<file path="src/rtl/nor_rd_pkg.sv">
package nor_rd_pkg;

  typedef enum logic [1:0] {
    ST_IDLE = 2'd0,
    ST_ACC  = 2'd1,
    ST_OPEN = 2'd2
  } rd_state_e;

  // Cycles between the accepting edge and the sampling edge.
  function automatic int unsigned wait_cycles(input logic hit, input int unsigned full_c,
                                              input int unsigned page_c, input int unsigned oe_c);
    int unsigned addr_c;
    addr_c = hit ? page_c : full_c;
    return (addr_c > oe_c) ? addr_c : oe_c;
  endfunction

  // Data lane selection for the returned word.
  function automatic logic [15:0] lane_select(input logic byte_m, input logic [15:0] dq);
    return byte_m ? {8'h00, dq[7:0]} : dq;
  endfunction

endpackage

</file>
<file path="src/rtl/nor_wait_timer.sv">
module nor_wait_timer #(
  parameter int CW = 4
) (
  input  logic          clk,
  input  logic          rst_n,
  input  logic          load,
  input  logic [CW-1:0] load_val,
  output logic          expired
);
  logic [CW-1:0] cnt_q;

  always_ff @(posedge clk or negedge rst_n) begin
    if (!rst_n)            cnt_q <= '0;
    else if (load)         cnt_q <= load_val;
    else if (cnt_q != '0)  cnt_q <= cnt_q - 1'b1;
  end

  assign expired = (cnt_q == '0);
endmodule

</file>
<file path="src/rtl/nor_idle_timer.sv">
module nor_idle_timer #(
  parameter int IDLE_TO = 16
) (
  input  logic clk,
  input  logic rst_n,
  input  logic in_open,
  input  logic accept,
  output logic expire
);
  localparam int IW = $clog2(IDLE_TO + 1);
  localparam logic [IW-1:0] LAST = IW'(IDLE_TO - 1);

  logic [IW-1:0] cnt_q;

  assign expire = in_open && !accept && (cnt_q == LAST);

  always_ff @(posedge clk or negedge rst_n) begin
    if (!rst_n)                    cnt_q <= '0;
    else if (!in_open || accept)   cnt_q <= '0;
    else if (expire)               cnt_q <= '0;
    else                           cnt_q <= cnt_q + 1'b1;
  end

  // the timer never runs past its limit
  a_r6_idle_bound: assert property (@(posedge clk) disable iff (!rst_n)
    cnt_q <= LAST);
endmodule

</file>
<file path="src/rtl/nor_page_tracker.sv">
module nor_page_tracker #(
  parameter int TW = 8
) (
  input  logic          clk,
  input  logic          rst_n,
  input  logic          mode,
  input  logic [TW-1:0] tag_in,
  input  logic          load,
  input  logic          drop,
  output logic          hit
);
  logic          valid_q;
  logic          mode_q;
  logic [TW-1:0] tag_q;
  logic          mode_moved;

  assign mode_moved = (mode != mode_q);
  assign hit        = valid_q && !mode_moved && (tag_q == tag_in);

  always_ff @(posedge clk or negedge rst_n) begin
    if (!rst_n) begin
      valid_q <= 1'b0;
      mode_q  <= 1'b0;
      tag_q   <= '0;
    end else begin
      mode_q <= mode;
      if (drop)            valid_q <= 1'b0;
      else if (load)       valid_q <= 1'b1;
      else if (mode_moved) valid_q <= 1'b0;
      if (load)            tag_q   <= tag_in;
    end
  end

  // a width change seen at the port never yields a page hit
  a_r7_mode_flush: assert property (@(posedge clk) disable iff (!rst_n)
    (mode != $past(mode)) |-> !hit);
endmodule

</file>
<file path="src/rtl/nor_page_reader.sv">
module nor_page_reader #(
  parameter int AW      = 24,
  parameter int T_FULL  = 10,
  parameter int T_PAGE  = 4,
  parameter int T_OE    = 3,
  parameter int IDLE_TO = 16
) (
  input  logic          clk,
  input  logic          rst_n,
  input  logic          byte_mode,
  input  logic          req_valid,
  output logic          req_ready,
  input  logic [AW:0]   req_addr,
  output logic          rsp_valid,
  output logic [15:0]   rsp_data,
  output logic          fl_ce_n,
  output logic          fl_oe_n,
  output logic          fl_we_n,
  output logic [AW-1:0] fl_addr,
  input  logic [15:0]   fl_dq_in,
  output logic          fl_dq15_out,
  output logic          fl_dq15_oe
);
  import nor_rd_pkg::*;

  localparam int TW      = AW - 3;
  localparam int W_MISS  = wait_cycles(1'b0, T_FULL, T_PAGE, T_OE);
  localparam int W_HIT   = wait_cycles(1'b1, T_FULL, T_PAGE, T_OE);
  localparam int W_MAX   = (W_MISS > W_HIT) ? W_MISS : W_HIT;
  localparam int CW      = $clog2(W_MAX + 1);
  localparam logic [CW-1:0] LD_MISS = CW'(W_MISS - 1);
  localparam logic [CW-1:0] LD_HIT  = CW'(W_HIT - 1);

  rd_state_e state_q;
  logic      accept;
  logic      page_hit;
  logic      sample_now;
  logic      idle_close;
  logic      timer_done;
  logic      mode_acc_q;

  assign req_ready  = (state_q != ST_ACC);
  assign accept     = req_valid && req_ready;
  assign sample_now = (state_q == ST_ACC) && timer_done;
  assign fl_we_n    = 1'b1;
  assign fl_dq15_oe = byte_mode;

  nor_page_tracker #(.TW(TW)) u_track (
    .clk    (clk),
    .rst_n  (rst_n),
    .mode   (byte_mode),
    .tag_in (req_addr[AW:4]),
    .load   (accept),
    .drop   (idle_close),
    .hit    (page_hit)
  );

  nor_wait_timer #(.CW(CW)) u_wait (
    .clk      (clk),
    .rst_n    (rst_n),
    .load     (accept),
    .load_val (page_hit ? LD_HIT : LD_MISS),
    .expired  (timer_done)
  );

  nor_idle_timer #(.IDLE_TO(IDLE_TO)) u_idle (
    .clk     (clk),
    .rst_n   (rst_n),
    .in_open (state_q == ST_OPEN),
    .accept  (accept),
    .expire  (idle_close)
  );

  always_ff @(posedge clk or negedge rst_n) begin
    if (!rst_n) begin
      state_q     <= ST_IDLE;
      fl_ce_n     <= 1'b1;
      fl_oe_n     <= 1'b1;
      fl_addr     <= '0;
      fl_dq15_out <= 1'b0;
      mode_acc_q  <= 1'b0;
      rsp_valid   <= 1'b0;
      rsp_data    <= '0;
    end else begin
      rsp_valid <= 1'b0;
      if (accept) begin
        state_q     <= ST_ACC;
        fl_ce_n     <= 1'b0;
        fl_oe_n     <= 1'b0;
        fl_addr     <= req_addr[AW:1];
        fl_dq15_out <= req_addr[0];
        mode_acc_q  <= byte_mode;
      end else if (sample_now) begin
        state_q   <= ST_OPEN;
        fl_oe_n   <= 1'b1;
        rsp_valid <= 1'b1;
        rsp_data  <= lane_select(mode_acc_q, fl_dq_in);
      end else if (idle_close) begin
        state_q <= ST_IDLE;
        fl_ce_n <= 1'b1;
      end
    end
  end

  a_r2_we_high: assert property (@(posedge clk) disable iff (!rst_n)
    fl_we_n);
  a_r2_oe_under_ce: assert property (@(posedge clk) disable iff (!rst_n)
    !fl_oe_n |-> !fl_ce_n);
  a_r3_ce_release_drops_page: assert property (@(posedge clk) disable iff (!rst_n)
    $rose(fl_ce_n) |-> !page_hit);
  a_r10_busy_not_ready: assert property (@(posedge clk) disable iff (!rst_n)
    (state_q == ST_ACC) |-> !req_ready);
  a_r10_rsp_single: assert property (@(posedge clk) disable iff (!rst_n)
    rsp_valid |=> !rsp_valid);
  a_r11_hold_during_access: assert property (@(posedge clk) disable iff (!rst_n)
    (state_q == ST_ACC && $past(state_q) == ST_ACC) |-> ($stable(fl_addr) && !fl_oe_n && !fl_ce_n));
endmodule

</file>
<file path="config.mk">
export PLATFORM = sky130hd
export DESIGN_NAME = nor_page_reader
export DESIGN_NICKNAME = d
export VERILOG_FILES = /design/src/rtl/nor_rd_pkg.sv /design/src/rtl/nor_wait_timer.sv /design/src/rtl/nor_idle_timer.sv /design/src/rtl/nor_page_tracker.sv /design/src/rtl/nor_page_reader.sv
export SDC_FILE = /design/constraint.sdc
export NUM_CORES = 1
export LEC_CHECK = 0
export ABC_AREA = 0
export CORE_MARGIN = 2
export CORE_UTILIZATION = 55
export DETAILED_ROUTE_END_ITERATION = 7
export DONT_BUFFER_PORTS = 1
export MAX_ROUTING_LAYER = met4
export PLACE_DENSITY = 0.71
export SLEW_MARGIN = 20
export SYNTH_ARGS = -nofsm -noshare
export SYNTH_HDL_FRONTEND = slang
export SYNTH_SLANG_ARGS = --single-unit
</file>
<file path="constraint.sdc">
create_clock -name clk -period 1.89 [get_ports clk]
set_input_delay 0.2835 -clock clk [delete_from_list [all_inputs] [get_ports clk]]
set_output_delay 0.2835 -clock clk [all_outputs]
set_load 0.03 [all_outputs]
</file>
Yosys cells after proc, flatten, opt, wreduce, memory -nomap -nowiden
Index checks and enable logic that the tools add are counted. W data, S select, Z words.

Register bits after elaboration: 79. Latch bits: 0. Memory bits (writable): 0. ROM bits: 0. Output and inout bits: 47. Word-level logic and storage cells: 61. Memories kept: 0.

$add $sub $neg: 2. Multipliers: 0. Div/mod/pow operators: 0. $lt $le $gt $ge: 0. Equal/unequal tests: 7. Shift-type cells: 0. Muxes and demuxes: 19. Bitwise gates (word level): 1. Reductions and logical operators: 19.

Operators by type and width (count): $eq A21 B21 Y1 (1); $mux W16 (1); $mux W4 (3); $mux W1 (10); $mux W5 (2); $logic_and A1 B1 Y1 (6); $mux W2 (3); $reduce_bool A2 Y1 (3); $reduce_bool A3 Y1 (2); $add A5 B1 Y5 const B (1); $eq A5 B4 Y1 const B (1); $logic_not A4 Y1 (1); $ne A2 B1 Y1 const B (2); $reduce_and A2 Y1 (2); $reduce_bool A4 Y1 (1); $sub A4 B1 Y4 const B (1); $logic_not A1 Y1 (3); $eq A2 B1 Y1 const B (1); $eq A2 B2 Y1 const B (1); $logic_or A1 B1 Y1 (1); $ne A1 B1 Y1 (1); $not A1 Y1 (1).

Longest topological paths before layout
Gate-level depths: netlist of run 1.

Depth in word-level cells: 8. Gate-level depth with buffers: 8. Mapped depth without buffers: 6.

Cells and area by module
A second synthesis of run 1 with hierarchy kept.

Cells, all modules: 251. Area total of the unflattened synthesis: 3468.3 µm².

Modules (own cells, without submodules): nor_page_reader (instances 1, cells each 131, area each 1933.1 µm²); nor_page_tracker (instances 1, cells each 78, area each 1076.0 µm²); nor_wait_timer (instances 1, cells each 22, area each 234.0 µm²); nor_idle_timer (instances 1, cells each 20, area each 225.2 µm²).

Worst setup path before layout of run 1
No wires, ideal clock.

Kind: register to register. Start point: register u_wait.cnt_q[0]. End point: register rsp_data[0]. Setup time: 0.125 ns. Data arrival time: 1.434 ns. Slack: 0.331 ns. Cell stages (with the launch flop): 7. Path buffers: 1. Path through: dfrtp_1 > inv_1 > ha_1 > nand2b_1 > or3_1 > buf_6 > mux2_4.

Word-level cells in the longest chain between the ends: 3.

RTL lines: start, declared (line nor_wait_timer.sv:10) `logic [CW-1:0] cnt_q;`; start signal, assigned (line nor_wait_timer.sv:14) `else if (load) cnt_q <= load_val;`; start signal, assigned (line nor_wait_timer.sv:15) `else if (cnt_q != '0) cnt_q <= cnt_q - 1'b1;`; $logic_not A4 Y1 (line nor_wait_timer.sv:18) `assign expired = (cnt_q == '0);`; $logic_and A1 B1 Y1 (line nor_page_reader.sv:44) `assign sample_now = (state_q == ST_ACC) && timer_done;`; $reduce_and A2 Y1 (no line); end signal, assigned (line nor_page_reader.sv:97) `rsp_data <= lane_select(mode_acc_q, fl_dq_in);`; end, declared (line nor_page_reader.sv:15) `output logic [15:0] rsp_data,`.

No other way between the ends. A chain may end at the register's enable or synchronous reset.

Worst setup path after layout of run 1
Start point: register u_wait.cnt_q[0]. End point: register rsp_data[3].

The elaborated chain is that of the path after synthesis.

==> results of run 1 <==
-- layout by cell type, fill, tap and decap left out, types with 2 or more instances in the layout --
master / count
nand2_1: 14
nor2_1: 7
nand3_1: 2
clkbuf_1: 2
buf_4: 7
dfrtp_1: 56
mux2_2: 26
nor4_1: 3
or3_1: 2
o21ai_2: 8
nand4_1: 3
xor2_1: 10
xnor2_1: 15
inv_1: 4
a21boi_0: 2
or2_2: 2
nand2b_1: 11
clkbuf_8: 11
nor3_1: 2
mux2_4: 8
clkinv_2: 3
a21oi_1: 2
o21ai_0: 2
ha_1: 3
dfstp_2: 2
dlygate4sd3_1: 2
-- worst max-delay path by stage --
stage               startpoint  slack [ns]           to  cells after the start
6_report       u_wait.cnt_q[0]        0.14  rsp_data[3]                      6
4_1_cts        u_wait.cnt_q[0]        0.14  rsp_data[3]                      6
5_1_grt        u_wait.cnt_q[0]        0.10  rsp_data[3]                      6
3_3_place_gp   u_wait.cnt_q[0]        0.24  rsp_data[2]                      6
3_5_place_dp   u_wait.cnt_q[0]        0.16  rsp_data[3]                      6
2_1_floorplan  u_wait.cnt_q[0]        0.33  rsp_data[0]                      6
-- layout make-up --
| cell class | count | area [um2] | share of cell area [%] |
|---|---|---|---|
| multi-input cells | 131 | 1080 | 37.0 |
| well taps | 54 | 67.6 | 2.32 |
| repair buffers | 11 | 120 | 4.13 |
| clock inverters | 3 | 15.0 | 0.517 |
| clock buffers | 13 | 159 | 5.47 |
| inverters | 4 | 15.0 | 0.517 |
| flip-flops and latches | 58 | 1450 | 50.0 |
-- report_power, final --
group	switching [mW]	total, mW	internal (mW)	leakage [nW]
sequential	1.30	3.09	1.79	0.702
combinational	0.772	1.72	0.945	0.520
clock	0.447	0.988	0.541	0.0932
total	2.52	5.80	3.27	1.32
-- state kept, by name, summed over array words and instances (netlist names), 2 cells and up --
register      cells
fl_addr          24
rsp_data         16
state_q           2
u_idle.cnt_q      5
u_wait.cnt_q      4
-- worst max-delay path: stages (launching register included) --
cell and delay [ns]:
dfrtp_1 0.40, inv_1 0.10, ha_1 0.18, nand2b_1 0.09, or3_1 0.36, buf_12 0.19
mux2_4 0.31
-- routing by layer --
layer,GRT usage (%),wire length (um),vias up
li1,-,-,706
met1,21.0,1860,758
met2,34.6,2670,59
met3,7.60,412,6
met4,8.02,31,0
met5,-,0,-
-- cell families (layout without fill, tap and decap cells) --
kind of cell | Yosys count | in the layout | synth area share [%]
flip-flops | 58 | 58 | 55.7
AND/OR/NAND/NOR | 51 | 51 | 10.5
multiplexers | 34 | 34 | 15.8
XOR/XNOR | 25 | 25 | 8.39
AO/OA/AOI/OAI | 17 | 17 | 4.99
buffers and inverters | 12 | 31 | 3.02
adder cells (fa/ha/maj) | 3 | 3 | 1.44
other | 1 | 1 | 0.144
-- metrics by stage --
| stage | power, mW | setup slack [ns] |
|---|---|---|
| after floorplan | 4.37 | 0.331 |
| after global placement | 4.66 | 0.239 |
| after detailed placement | 4.81 | 0.159 |
| after CTS | 5.85 | 0.143 |
| after global routing | 6.12 | 0.103 |
| final | 5.80 | 0.137 |
-- timing repair --
item | 4_1_cts | 5_1_grt
endpoints found under the hold margin | 59 | 0
resized for setup | 0 | 0
setup endpoints to repair | 0 | 0
hold buffers | 3 | 0
==> out/metrics.cfg, run 1 <==
[placement]
placedInstanceArea_um2 = 2690
portBuffers = 0
gp_congestion = 0.738
placed_cells = 255
dp_hpwl_mm = 3.61

[cts]
cts_tree = yes
post_cts_buffers = 0
cts_sinks = 58
htree_levels = 3
numCtsBuffers = 9
clk_pin_slew_worst_paths_ns = 0.06
insertion_delay_ns = 0.32
clock_path_buffers = 2
cts-root-buf = clkbuf_8

[global_route]
grt_pass1_vias = 1688
grt_pass1_wl_mm = 7.86
grt_max_degree = 59
antenna_found_initial = 0
overflow = 0
grt_usage_pct = 20.2

[synthesis]
yosysMostFrequentCell = dfrtp_1
synth_edf_count = 0
synth_common_cells = dfrtp_1, mux2_2, xnor2_1, nand2_1, nand2b_1
yosysUniqueCellTypes = 33
syn_avg_cell_area_um2 = 13.0
yosysTopAreaCellShare_pct = 53.7
synth_fp_nets = 249
synthTopCellsByArea = dfrtp_1, mux2_2, xnor2_1, mux2_4, xor2_1
yosys.area.top_type = dfrtp_1
ys_seq_area_share_pct = 55.7
yosysWarnings = 0
synthArstFlopShare_pct = 100
synthCells = 201
ys_seq_elements = 58
synthFlopType = dfrtp_1
syn_area_um2 = 2610

[layout]
area_growth_syn_to_layout_pct = 11.4
fin_cells = 274
drive_above_1_share_pct = 32.7
fin_nets = 263
num_antenna_cells = 0
final_util_pct = 62.4
final_cell_area_um2 = 2910
fillerInstances = 362

[power]
power_density_nw_per_um2 = 1990
power.leakage_nw = 1.32
ir_drop_mv = 0.918

[floorplan]
dieHeight_um = 72.9
die_area_um2 = 5310
initial_core_util_pct = 56.0
fp.dieW_um = 72.9
core_um2 = 4660
ios = 92
rows = 25

[setup_path]
reg2regPathDepth = 6
cp_max_fo = 28
critPathLaunchType = flip-flop
reg2reg_from = u_wait.cnt_q[0]
crit_type = flip-flop to flip-flop
required_ns = 2.09
reg2reg_to = rsp_data[3]
r2r_setup_slack_ns = 0.14
critical_path_arrival_ns = 1.96
endpoint_kind = flip-flop

[timing]
finalSetupTns_ns = 0
fin_crit_sh_pct = 92.7
hold_viol_final = 0
finClkSkew_ns = 0.00399
fmax_mhz = 571
worstMarginPinSlew_ns = 0.523
whs_ns = 0.103
final-setup-viol-count = 0
worst_slew_margin_rel_pct = 64.9
fin_crit_ns = 1.75
rsz0062_at_grt = no
drv_slew = 0

[drt]
wirelength_mm = 4.97
detail_route.wl_per_cell_um = 18.1
vias = 1529
first_pass_iters = 4
postRouteAntennaNets = 0
drtIter0Drc = 45
vias_per_cell = 5.58
drc_errors = 0

[outcome]
status = finished clean

[worst_hold_path]
hold_path_depth = 2
hold_path_class = primary input to flip-flop
hp-start = fl_dq_in[14]
holdPathEnd = rsp_data[14]

[run]
max-cap-violations = 0

No activity file was read; power rests on OpenSTA's default activity.
==> inputs of run 2 (changes only) <==
Settings changed: MAX_ROUTING_LAYER met4 to not set, SYNTH_HIERARCHICAL set to 1.
==> out/metrics.cfg, run 2 <==
[outcome]
status = finished, violations left  ; was finished clean
violations = negative hold slack

[floorplan]
core_um2 = 5990  ; was 4660 um2
rows = 28  ; was 25
dieHeight_um = 83.4  ; was 72.9 um
initial_core_util_pct = 57.9  ; was 56.0%
die_area_um2 = 6960  ; was 5310 um2
fp.dieW_um = 83.4  ; was 72.9 um
ios = 92  ; unchanged

[global_route]
grt_pass1_wl_mm = 9.07  ; was 7.86 mm
antenna_found_initial = 0  ; unchanged
overflow = 0  ; unchanged
grt_pass1_vias = 1988  ; was 1688
grt_max_degree = 80  ; was 59
grt_usage_pct = 16.3  ; was 20.2%

[cts]
insertion_delay_ns = 0.33  ; was 0.32 ns
cts_hold_buffers = 1  ; was 3
clk_pin_slew_worst_paths_ns = 0.08  ; was 0.06 ns
numCtsBuffers = 9  ; unchanged
cts_sinks = 79  ; was 58
cts_resized = 0  ; unchanged
cts_tree = yes  ; unchanged
clock_path_buffers = 2  ; unchanged
cts-root-buf = clkbuf_8  ; unchanged
post_cts_buffers = 0  ; unchanged
htree_levels = 3  ; unchanged

[synthesis]
syn_avg_cell_area_um2 = 13.8  ; was 13.0 um2
ys_seq_area_share_pct = 57.1  ; was 55.7%
syn_area_um2 = 3470  ; was 2610 um2
synth_common_cells = dfrtp_1, mux2_2, mux2_4, xor2_1, nand2_1  ; was dfrtp_1, mux2_2, xnor2_1, nand2_1, nand2b_1
yosys.area.top_type = dfrtp_1  ; unchanged
synthTopCellsByArea = dfrtp_1, mux2_2, mux2_4, xor2_1, xnor2_1  ; was dfrtp_1, mux2_2, xnor2_1, mux2_4, xor2_1
yosysUniqueCellTypes = 40  ; was 33
yosysWarnings = 6  ; was 0
yosysMostFrequentCell = dfrtp_1  ; unchanged
synthCells = 251  ; was 201
synth_edf_count = 0  ; unchanged
yosysTopAreaCellShare_pct = 55.6  ; was 53.7%
synthArstFlopShare_pct = 100  ; unchanged
ys_seq_elements = 79  ; was 58
synthFlopType = dfrtp_1  ; unchanged

[setup_path]
critPathLaunchType = flip-flop  ; unchanged
reg2regPathDepth = 6  ; unchanged
cp_max_fo = 2  ; was 28
endpoint = u_wait/cnt_q[3]  ; was rsp_data[3]
required_ns = 2.11  ; was 2.09 ns
endpoint_kind = flip-flop  ; unchanged
reg2reg_to = u_wait/cnt_q[3]  ; was rsp_data[3]
r2r_setup_slack_ns = 0.13  ; was 0.14 ns
reg2reg_from = u_track/tag_q[20]  ; was u_wait.cnt_q[0]
startpoint = u_track/tag_q[20]  ; was u_wait.cnt_q[0]
crit_type = flip-flop to flip-flop  ; unchanged
critical_path_arrival_ns = 1.98  ; was 1.96 ns

[layout]
fillerInstances = 477  ; was 362
final_cell_area_um2 = 3750  ; was 2910 um2
fin_nets = 304  ; was 263
layout_commonest_cell = dfrtp_1  ; unchanged
top_register = fl_addr  ; unchanged
area_growth_syn_to_layout_pct = 8.15  ; was 11.4%
fin_cells = 337  ; was 274
num_antenna_cells = 0  ; unchanged
top_regs = fl_addr: 24 flops, u_track/tag_q: 21 flops, rsp_data: 16 flops  ; was fl_addr: 24 flops, rsp_data: 16 flops, u_idle.cnt_q: 5 flops
drive_above_1_share_pct = 32.4  ; was 32.7%
final_cell_mix = dfrtp_1, mux2_2, mux2_4, xor2_1, nand2_1  ; was dfrtp_1, mux2_2, xnor2_1, nand2_1
largest_reg_flops = 24  ; unchanged

[placement]
placedInstanceArea_um2 = 3520  ; was 2690 um2
portBuffers = 0  ; unchanged
dp_hpwl_mm = 3.56  ; was 3.61 mm
placed_cells = 320  ; was 255
gp_congestion = 0.681  ; was 0.738

[drt]
vias = 1842  ; was 1529
postRouteAntennaNets = 0  ; unchanged
drc_errors = 0  ; unchanged
detail_route.wl_per_cell_um = 15.9  ; was 18.1 um
vias_per_cell = 5.47  ; was 5.58
wirelength_mm = 5.37  ; was 4.97 mm
drtIter0Drc = 81  ; was 45
first_pass_iters = 4  ; unchanged

[timing]
fin_crit_ns = 1.76  ; was 1.75 ns
final-setup-viol-count = 0  ; unchanged
finalSetupTns_ns = 0  ; unchanged
finClkSkew_ns = 0.00541  ; was 0.00399 ns
fin_crit_sh_pct = 92.9  ; was 92.7%
hold_viol_final = 79  ; was 0
rsz0062_at_grt = no  ; unchanged
whs_ns = -0.363  ; was 0.103 ns
drv_slew = 0  ; unchanged
fmax_mhz = 570  ; was 571 MHz

[power]
power.leakage_nw = 1.64  ; was 1.32 nW
ir_drop_mv = 1.25  ; was 0.918 mV
power_density_nw_per_um2 = 1850  ; was 1990 nW/um2
finalPower_mw = 6.96  ; was 5.80 mW

[run]
max-cap-violations = 0  ; unchanged

[worst_hold_path]
hold_path_class = primary input to async pin  ; was primary input to flip-flop

-- run 2: changes by cell type after synthesis, moves of 3 or more --
cell     change
mux2_2      +12
o21ai_2      -7
mux2_4      +10
xnor2_1      -6
o21ai_0      +7
xor2_1       +6
dfrtp_1     +21
nor2b_1      +3
-- run 2: how the worst min path moves through the flow --
| stage | start | endpoint | slack [ns] | cells past startpoint |
|---|---|---|---|---|
| finish | rst_n | fl_addr[20] | -0.36 | 0 |
| global route | rst_n | fl_addr[20] | -0.39 | 0 |
| CTS | rst_n | fl_addr[20] | -0.38 | 0 |
| detailed placement | rst_n | fl_addr[7] | -0.01 | 0 |
| global placement | rst_n | u_track/tag_q[4] | -0.01 | 0 |
| floorplan | rst_n | fl_addr[0] | -0.01 | 0 |
-- run 2: kinds of logic (layout without fill, tap and decap cells) --
group,Yosys count,count (layout),synth area share (%)
other,2,3,0.217
multiplexers,58,58,20.7
AND/OR/NAND/NOR,53,53,9.06
adder cells (fa/ha/maj),2,2,0.721
AO/OA/AOI/OAI,16,16,2.71
flip-flops,79,79,57.1
buffers and inverters,16,26,3.21
XOR/XNOR,25,25,6.31
-- run 2: final cells by class --
cell class / instances / area, um2 / share of cell area (%)
multi-input combinational: 157 / 1390 / 37.0
tap: 75 / 93.8 / 2.50
inverter: 6 / 22.5 / 0.600
clock inverter: 3 / 65.1 / 1.73
sequential: 79 / 1980 / 52.8
clock buffer: 13 / 159 / 4.24
timing repair buffer: 4 / 45.0 / 1.20
-- run 2: worst max-delay path: stages (launching register included) --
cell and delay [ns]:
dfrtp_1 0.39, xor2_1 0.14, nor4_1 0.37, nand4_1 0.18
nor3_2 0.17, inv_1 0.07, a221o_1 0.33
-- run 2: power by group --
part           switching, mW  leakage [nW]  internal (mW)  total (mW)
sequential              1.43         0.951           2.45        3.88
combinational          0.613         0.578           1.09        1.70
clock                  0.562         0.114          0.816        1.38
total                   2.60          1.64           4.35        6.96
-- run 2: routing by layer --
layer	GRT usage, %	wire length (um)	vias up
li1	-	-	865
met1	19.8	2310	915
met2	26.2	2640	53
met3	5.37	341	9
met4	7.77	82	0
met5	0	0	-
-- run 2: through the flow --
stage	utilization [%]	setup WS, ns
CTS	62.6	0.0989
global placement	58.7	0.197
floorplan	-	0.0835
detailed placement	58.7	0.129
global route	62.6	0.0410
finish	62.6	0.134
==> inputs of run 3 (changes only) <==
Settings changed: CTS_BUF_LIST set to sky130_fd_sc_hd__clkbuf_8.
==> out/metrics.cfg, run 3 (synthesis gave the netlist of run 2 again) <==
[layout]
final_util_pct = 62.6  ; unchanged
fin_nets = 304  ; unchanged
top_regs = fl_addr: 24 flops, u_track/tag_q: 21 flops, rsp_data: 16 flops  ; unchanged
layout_commonest_cell = dfrtp_1  ; unchanged
final_cell_area_um2 = 3750  ; unchanged
num_antenna_cells = 0  ; unchanged
fillerInstances = 477  ; unchanged
final_cell_mix = dfrtp_1, mux2_2, mux2_4, xor2_1, nand2_1  ; unchanged
drive_above_1_share_pct = 32.4  ; unchanged
area_growth_syn_to_layout_pct = 8.15  ; unchanged
largest_reg_flops = 24  ; unchanged
top_register = fl_addr  ; unchanged

[global_route]
grt_max_degree = 80  ; unchanged
antenna_found_initial = 0  ; unchanged
use_met2_pct = 26.2  ; unchanged
grt.met1_usage_pct = 19.8  ; unchanged
grt_usage_pct = 16.3  ; unchanged
grt_pass1_vias = 1990  ; was 1988
overflow = 0  ; unchanged
grt_use_met3_pct = 5.37  ; unchanged
busiest_layer = met2  ; unchanged
grt_pass1_wl_mm = 9.08  ; was 9.07 mm

[timing]
fin_crit_sh_pct = 93.0  ; was 92.9%
final-setup-viol-count = 0  ; unchanged
finClkSkew_ns = 0.00583  ; was 0.00541 ns
fin_crit_ns = 1.76  ; about the same
fmax_mhz = 569  ; was 570 MHz
finalSetupTns_ns = 0  ; unchanged
rsz0062_at_grt = no  ; unchanged
whs_ns = -0.363  ; about the same
drv_slew = 0  ; unchanged
hold_viol_final = 79  ; unchanged
setup_slack_ns = 0.132  ; was 0.134 ns

[placement]
gp_congestion = 0.681  ; unchanged
dp_hpwl_mm = 3.56  ; unchanged
portBuffers = 0  ; unchanged
placedInstanceArea_um2 = 3520  ; unchanged
pre_cts_ws_ns = 0.129  ; unchanged

[cts]
cts_tree = yes  ; unchanged
cts_resized = 0  ; unchanged
clock_path_buffers = 2  ; unchanged
insertion_delay_ns = 0.33  ; about the same
clk_pin_slew_worst_paths_ns = 0.08  ; about the same
cts_sinks = 79  ; unchanged
post_cts_buffers = 0  ; unchanged
numCtsBuffers = 9  ; unchanged
cts-root-buf = clkbuf_8  ; unchanged
cts_hold_buffers = 1  ; unchanged
htree_levels = 3  ; unchanged

[setup_path]
startpoint = u_track/tag_q[20]  ; unchanged
path_depth = 6  ; unchanged
reg2reg_to = u_wait/cnt_q[3]  ; unchanged
r2r_setup_slack_ns = 0.13  ; about the same
endpoint_kind = flip-flop  ; unchanged
reg2reg_from = u_track/tag_q[20]  ; unchanged
critPathLaunchType = flip-flop  ; unchanged
slowest_stage = dfrtp_1  ; unchanged
endpoint = u_wait/cnt_q[3]  ; unchanged
cp_max_fo = 2  ; unchanged
critical_path.cell_chain = xor2_1 -> nor4_1 -> nand4_1 -> nor3_2 -> inv_1 -> a221o_1  ; unchanged
required_ns = 2.11  ; about the same
crit_buf_inv = 1  ; unchanged
cpPeakStageDelay_ns = 0.39  ; about the same
reg2regPathDepth = 6  ; unchanged
crit_type = flip-flop to flip-flop  ; unchanged
cp_top_family = simple AND/OR/NAND/NOR gates  ; unchanged
critical_path_arrival_ns = 1.98  ; about the same

[power]
switching_share_pct = 37.5  ; was 37.4%
intPower_mw = 4.34  ; was 4.35 mW
p_seq_share_pct = 55.8  ; was 55.7%
power_density_nw_per_um2 = 1850  ; about the same
clockPowerShare_pct = 19.7  ; was 19.8%
power.switching_mw = 2.60  ; about the same
power.leakage_nw = 1.65  ; was 1.64 nW
ir_drop_mv = 1.24  ; was 1.25 mV
combPwrFrac_pct = 24.5  ; was 24.4%

[floorplan]
die_area_um2 = 6960  ; unchanged
ios = 92  ; unchanged
rows = 28  ; unchanged
dieHeight_um = 83.4  ; unchanged
fp.dieW_um = 83.4  ; unchanged
core_um2 = 5990  ; unchanged
initial_core_util_pct = 57.9  ; unchanged

[run]
max-cap-violations = 0  ; unchanged

[drt]
wirelength_mm = 5.36  ; was 5.37 mm
drtIter0Drc = 80  ; was 81
detail_route.wl_per_cell_um = 15.9  ; about the same
first_pass_iters = 4  ; unchanged
vias = 1840  ; was 1842
drc_errors = 0  ; unchanged
vias_per_cell = 5.46  ; was 5.47
postRouteAntennaNets = 0  ; unchanged

[worst_hold_path]
hold_path_class = primary input to async pin  ; unchanged

[outcome]
status = finished, violations left  ; unchanged
violations = negative hold slack  ; unchanged

[run 3: power groups by stage]
| stage | Combinational (mW) | Clock [mW] | Sequential, mW |
|---|---|---|---|
| final | 1.70 | 1.37 | 3.88 |
| after detailed placement | 1.72 | 0 | 3.92 |
| after floorplan | 1.57 | 0 | 3.78 |
| after global placement | 1.67 | 0 | 3.90 |
| after global routing | 1.90 | 1.48 | 3.97 |
| after CTS | 1.73 | 1.42 | 3.89 |
[run 3: how the worst min path moves through the flow]
| stage | start | end |
|---|---|---|
| 4_1_cts | rst_n | fl_addr[20] |
| 2_1_floorplan | rst_n | fl_addr[0] |
| 3_5_place_dp | rst_n | fl_addr[7] |
| 3_3_place_gp | rst_n | u_track/tag_q[4] |
| 6_report | rst_n | fl_addr[20] |
| 5_1_grt | rst_n | fl_addr[20] |
[run 3: per-layer routing]
metal | wire length [um] | share of wire [%]
met5 | 0 | 0
met3 | 348 | 6.5
met1 | 2290 | 43
met2 | 2640 | 49
met4 | 82 | 1.5
[run 3: per-stage QoR]
step | total power, mW | instances
2_1_floorplan | 5.35 | 252
3_3_place_gp | 5.57 | 320
3_5_place_dp | 5.64 | 320
4_1_cts | 7.04 | 337
5_1_grt | 7.34 | 337
6_report | 6.94 | 337
[run 3: final cells by class]
type / count / area (um2) / share of cell area [%]
multi-input cells: 157 / 1390 / 37.0
repair buffers: 4 / 45.0 / 1.20
clock buffers: 11 / 151 / 4.04
flip-flops and latches: 79 / 1980 / 52.8
clock inverters: 5 / 72.6 / 1.93
inverters: 6 / 22.5 / 0.600
well taps: 75 / 93.8 / 2.50
